$ cat src/rtl/pwr_level_pkg.sv
package pwr_level_pkg;
  localparam int LVL_W = 2;

  typedef enum logic [1:0] {
    SEQ_OFF    = 2'd0,
    SEQ_SETTLE = 2'd1,
    SEQ_ON     = 2'd2
  } seq_state_e;

  typedef struct packed {
    logic             override;
    logic             lowset;
    logic [LVL_W-1:0] pwr_id;
  } ctl_req_t;
endpackage

$ cat src/rtl/pwr_req_decode.sv
module pwr_req_decode
  import pwr_level_pkg::*;
(
  input  ctl_req_t         req_i,
  output logic [LVL_W-1:0] class_o,
  output logic             want_hp_o
);
  logic high_ok;

  always_comb begin
    high_ok   = req_i.override & ~req_i.lowset;
    class_o   = high_ok ? req_i.pwr_id : '0;
    // Identifier 00 keeps the circuitry running whatever the mode.
    want_hp_o = high_ok | (req_i.pwr_id == '0);
  end
endmodule

$ cat src/rtl/pwr_cap_decode.sv
module pwr_cap_decode #(
  parameter int CODE_W   = 4,
  parameter int CODE_MAX = 3,
  parameter int LVL_W    = 2
) (
  input  logic [CODE_W-1:0] code_i,
  output logic [LVL_W-1:0]  lvl_o,
  output logic              reserved_o
);
  always_comb begin
    if (int'(code_i) <= CODE_MAX) begin
      lvl_o      = LVL_W'(code_i);
      reserved_o = 1'b0;
    end else begin
      lvl_o      = '0;
      reserved_o = 1'b1;
    end
  end
endmodule

$ cat src/rtl/pwr_seq.sv
module pwr_seq
  import pwr_level_pkg::*;
#(
  parameter int SETTLE_CYC = 12
) (
  input  logic clk,
  input  logic rst_n,
  input  logic upd_i,
  input  logic want_i,
  output logic hp_en_o,
  output logic ready_o
);
  localparam int CNT_W = (SETTLE_CYC > 1) ? $clog2(SETTLE_CYC) : 1;
  localparam logic [CNT_W-1:0] LOAD = CNT_W'(SETTLE_CYC - 1);

  seq_state_e       state_q, state_d;
  logic [CNT_W-1:0] cnt_q, cnt_d;

  always_comb begin
    state_d = state_q;
    cnt_d   = cnt_q;
    unique case (state_q)
      SEQ_OFF: begin
        if (upd_i && want_i) begin
          state_d = SEQ_SETTLE;
          cnt_d   = LOAD;
        end
      end
      SEQ_SETTLE: begin
        if (upd_i && !want_i) begin
          state_d = SEQ_OFF;
        end else if (cnt_q == '0) begin
          state_d = SEQ_ON;
        end else begin
          cnt_d = cnt_q - 1'b1;
        end
      end
      SEQ_ON: begin
        if (upd_i && !want_i) state_d = SEQ_OFF;
      end
      default: state_d = SEQ_OFF;
    endcase
  end

  always_ff @(posedge clk or negedge rst_n) begin
    if (!rst_n) begin
      state_q <= SEQ_OFF;
      cnt_q   <= '0;
    end else begin
      state_q <= state_d;
      cnt_q   <= cnt_d;
    end
  end

  assign hp_en_o = (state_q != SEQ_OFF);
  assign ready_o = (state_q == SEQ_ON);
endmodule

$ cat src/rtl/pwr_level_ctrl.sv
module pwr_level_ctrl
  import pwr_level_pkg::*;
#(
  parameter int SETTLE_CYC      = 12,
  parameter int HP_DEADLINE_CYC = 20,
  parameter int ALP_W           = 4,
  parameter int VMIN_W          = 3
) (
  input  logic              clk,
  input  logic              rst_n,
  input  logic              wr_done_i,
  input  logic              ctl_override_i,
  input  logic              ctl_lowset_i,
  input  logic [1:0]        cap_pwr_id_i,
  input  logic [ALP_W-1:0]  cap_lowpwr_code_i,
  input  logic [VMIN_W-1:0] cap_vmin_code_i,
  output logic [1:0]        pwr_class_o,
  output logic              hp_enable_o,
  output logic              func_ready_o,
  output logic [1:0]        lowpwr_lvl_o,
  output logic [1:0]        vmin_lvl_o,
  output logic              cap_err_o
);
  localparam int ALP_MAX  = 3;
  localparam int VMIN_MAX = 2;

  logic [1:0] rst_sync_q;
  logic       rst_n_s;

  always_ff @(posedge clk or negedge rst_n) begin
    if (!rst_n) rst_sync_q <= 2'b00;
    else        rst_sync_q <= {rst_sync_q[0], 1'b1};
  end
  assign rst_n_s = rst_sync_q[1];

  ctl_req_t         req;
  logic [LVL_W-1:0] class_c;
  logic             want_c;
  logic [LVL_W-1:0] alp_c, vmin_c;
  logic             alp_res, vmin_res;

  assign req = '{override: ctl_override_i, lowset: ctl_lowset_i, pwr_id: cap_pwr_id_i};

  pwr_req_decode u_req (
    .req_i     (req),
    .class_o   (class_c),
    .want_hp_o (want_c)
  );

  pwr_cap_decode #(.CODE_W(ALP_W), .CODE_MAX(ALP_MAX), .LVL_W(LVL_W)) u_alp (
    .code_i     (cap_lowpwr_code_i),
    .lvl_o      (alp_c),
    .reserved_o (alp_res)
  );

  pwr_cap_decode #(.CODE_W(VMIN_W), .CODE_MAX(VMIN_MAX), .LVL_W(LVL_W)) u_vmin (
    .code_i     (cap_vmin_code_i),
    .lvl_o      (vmin_c),
    .reserved_o (vmin_res)
  );

  pwr_seq #(.SETTLE_CYC(SETTLE_CYC)) u_seq (
    .clk     (clk),
    .rst_n   (rst_n_s),
    .upd_i   (wr_done_i),
    .want_i  (want_c),
    .hp_en_o (hp_enable_o),
    .ready_o (func_ready_o)
  );

  logic [LVL_W-1:0] class_q, class_d, alp_q, alp_d, vmin_q, vmin_d;
  logic             err_q, err_d;

  always_comb begin
    class_d = class_q;
    alp_d   = alp_q;
    vmin_d  = vmin_q;
    err_d   = err_q;
    if (wr_done_i) begin
      class_d = class_c;
      alp_d   = alp_c;
      vmin_d  = vmin_c;
      err_d   = err_q | alp_res | vmin_res;
    end
  end

  always_ff @(posedge clk or negedge rst_n_s) begin
    if (!rst_n_s) begin
      class_q <= '0;
      alp_q   <= '0;
      vmin_q  <= '0;
      err_q   <= 1'b0;
    end else begin
      class_q <= class_d;
      alp_q   <= alp_d;
      vmin_q  <= vmin_d;
      err_q   <= err_d;
    end
  end

  assign pwr_class_o  = class_q;
  assign lowpwr_lvl_o = alp_q;
  assign vmin_lvl_o   = vmin_q;
  assign cap_err_o    = err_q;
endmodule

$ cat config.mk
export PLATFORM = sky130hd
export DESIGN_NAME = pwr_level_ctrl
export DESIGN_NICKNAME = d
export VERILOG_FILES = /design/src/rtl/pwr_level_pkg.sv /design/src/rtl/pwr_req_decode.sv /design/src/rtl/pwr_cap_decode.sv /design/src/rtl/pwr_seq.sv /design/src/rtl/pwr_level_ctrl.sv
export SDC_FILE = /design/constraint.sdc
export NUM_CORES = 1
export LEC_CHECK = 0
export BUFFER_PORTS_ARGS = -buffer_cell sky130_fd_sc_hd__buf_2
export CAP_MARGIN = 20
export CORE_MARGIN = 4
export CORE_UTILIZATION = 38
export CTS_CLUSTER_DIAMETER = 50
export DETAILED_ROUTE_END_ITERATION = 8
export GPL_ROUTABILITY_DRIVEN = 0
export PLACE_DENSITY = 0.68
export SYNTH_ARGS = -nofsm -noshare
export SYNTH_HDL_FRONTEND = slang
export SYNTH_SLANG_ARGS = --single-unit
export TNS_END_PERCENT = 5
$ cat constraint.sdc
create_clock -name clk -period 1 [get_ports clk]
set_input_delay 0.3 -clock clk [delete_from_list [all_inputs] [get_ports clk]]
set_output_delay 0.3 -clock clk [all_outputs]
set_load 0.02 [all_outputs]
==> metrics.csv <==
metric,value,unit
io_pins,23,
power,1830,uW
period_share,163,%
reg2reg_slack,-0.63,ns
syn_area_per_cell,10.1,sq um
grt_util_met3,3.01,%
clk_pin_slew,0.10,ns
overflow,0,
path_cells,"inv_2, ha_4, nor2b_4, a311o_1, a211o_1, a32o_1",
yosys.area.top_type,dfrtp_1,
first_global_vias,606,
drt_pass1_iterations,1,
synth_edf_count,0,
tns,-4.77,ns
drtIter0Drc,0,
grt_max_degree,15,
drc,0,
synth_area_leaders,"dfrtp_1 (56%), inv_1 (5.6%), o21ai_0 (3.8%)",
synth_top_family_by_area,compound AO/OA/AOI/OAI gates,
cts_setup_buffers,0,
fmax,0.613,GHz
min_period,1.63,ns
areaGrowthSynthToFinish,50.4,%
p_per_area,1830,nW/um^2
synth-xor-area-share,0,%
grt_pass1_wl,2550,microns
clk_latency,0.29,ns
cp-end-kind,register,
port_buffers,22,
antenna_found_initial,0,
hold_path_class,register to async pin,
cp.depth,6,
ir_worst_vdd,923,uV
grt.met1_usage,15.7,%
synthSimpleGateAreaFrac,15.6,%
grtUsageMet2,23.1,%
yosysUniqueCellTypes,25,
hpwl,1190,microns
drv_cap,0,
max_stage_delay,0.37,ns
finalWorstSetupSlack,-0.631,ns
finalSetupViolations,15,
criticalPathCategory,register to register,
crit_path_start,u_seq.cnt_q[1],
final_cell_mix,"buf_2 (20), dfrtp_1 (15), buf_4 (14), inv_1 (8)",
initial_core_util,42.2,%
rsz0062_at_grt,true,
drive_above_1_share,48.6,%
multi_input_area,289,sq um
timing.rr.end,u_seq.cnt_q[2],
final_common_cell,buf_2,
crit_family,compound AO/OA/AOI/OAI gates,
status,finished with violations,
synthCells,66,
syn-cell-area,666,sq um
muxShareOfSynthArea,1.69,%
yosysTopAreaCellShare,56.4,%
layout.nets,123,
synthAdderAreaFrac,1.88,%
required,1.19,ns
ys.flop_type,dfrtp_1,
cts_tree,built,
cts_htree_levels,1,
synth-seq-cells,15,
slew_viol_final,0,
synth_nets,81,
post-route-util,63.5,%
endpoint,u_seq.cnt_q[2],
coreArea,1580,sq um
yosysSeqAreaShare,56.4,%
cts_sinks,15,
startpoint_type,register,
cts-root-buf,clkbuf_4,
grtUsageTotal,13.9,%
design.die.area,2490,sq um
n_fill_cell,123,
cp_max_fo,3,
fp-row-count,14,
ys_async_sr_fraction,100,%
synth_compound_area_share,17.7,%
busiest_layer,met2,
p_leak,0.000507,uW
timing.rr.start,u_seq.cnt_q[1],
worst_path_max_delay_cell,dfrtp_1,
violations,setup timing,
r2r_cells,6,
via_count,588,
cts_buffer_depth,2,
hold_viol_final,0,
die_w,49.9,microns
wl,1490,microns
viasPerCell,4.78,
detail-route-antenna-nets,0,
regArea,375,sq um
ys_warn_count,0,
n_antenna_cell,0,
fin_worst_skew,0.00375,ns
die_y,49.9,microns
worst_ep_arrival_time,1.82,ns
numCtsBuffers,3,
crit_buf_inv,1,
avgRoutedWirePerCell,12.1,microns
## worst register-to-register path, cell delays in order (launching register included)
cell     delay (ns)
dfrtp_1        0.37
inv_2          0.06
ha_4           0.16
nor2b_4        0.12
a311o_1        0.37
a211o_1        0.25
a32o_1         0.20
## sequential cells by signal, summed over array words and instances (netlist names)
name,flops
lowpwr_lvl_o,2
u_seq.state_q,2
rst_sync_q,2
u_seq.cnt_q,4
cap_err_o,1
pwr_class_o,2
vmin_lvl_o,2
## power breakdown
part / switching [uW] / leakage, uW / internal, uW
clock network: 214 / 0.0000139 / 152
logic: 311 / 0.000311 / 390
registers: 65.6 / 0.000182 / 701
## how the worst min path moves through the flow
stage	from	to	slack (ns)	depth (start not counted)
final	rst_sync_q[1]	u_seq.cnt_q[0]	0.17	1
after global routing	rst_sync_q[1]	cap_err_o	0.22	1
after CTS	rst_sync_q[1]	lowpwr_lvl_o[1]	0.18	1
after detailed placement	rst_n	rst_sync_q[0]	0.09	1
after global placement	rst_n	rst_sync_q[0]	0.08	1
after floorplan	rst_n	rst_sync_q[0]	0.004	0
## logic make-up after synthesis
kind of cell    after synthesis
simple gates                 20
compound gates               17
flops                        15
buf+inv                      11
mux                           1
fa+ha+maj                     1
other cells                   1
## repair_timing
| action | CTS | global route |
|---|---|---|
| resized for setup | 8 | 4 |
| hold buffers | 1 | 0 |
| endpoints found under the hold margin | 2 | 0 |
| setup endpoints to repair | 15 | 15 |
| pin swaps | 5 | 1 |
## cells in the mapped netlist (all sizes together) (2+ instances only)
cell type	instances
dfrtp	15
inv	10
nand2	5
o21ai	5
nand3	4
nor2	4
nor2b	3
a31oi	2
o22ai	2
or2	2
## metrics by stage
stage          instances  worst slack [ns]  hold WS [ns]  area [sq um]
2_1_floorplan         66            -0.629       0.00441           679
4_1_cts              123            -0.665         0.176           991
6_report             123            -0.631         0.169          1000
3_5_place_dp         118            -0.684        0.0873           918
5_1_grt              123            -0.676         0.224          1000
3_3_place_gp         118            -0.629        0.0847           918
## routing by layer
layer	vias to the layer above	wire, microns
li1	303	-
met3	5	61
met2	13	746
met4	0	39
met1	267	645
met5	-	0
## area by class of cell
cell class | count | share of cell area, %
multi-input combinational | 40 | 28.9
clock inverter | 1 | 0.750
clock buffer | 3 | 2.25
timing repair buffer | 38 | 24.9
sequential | 15 | 37.5
inverter | 10 | 3.75
tap | 16 | 2.00
(Power assumes the default switching activity.)
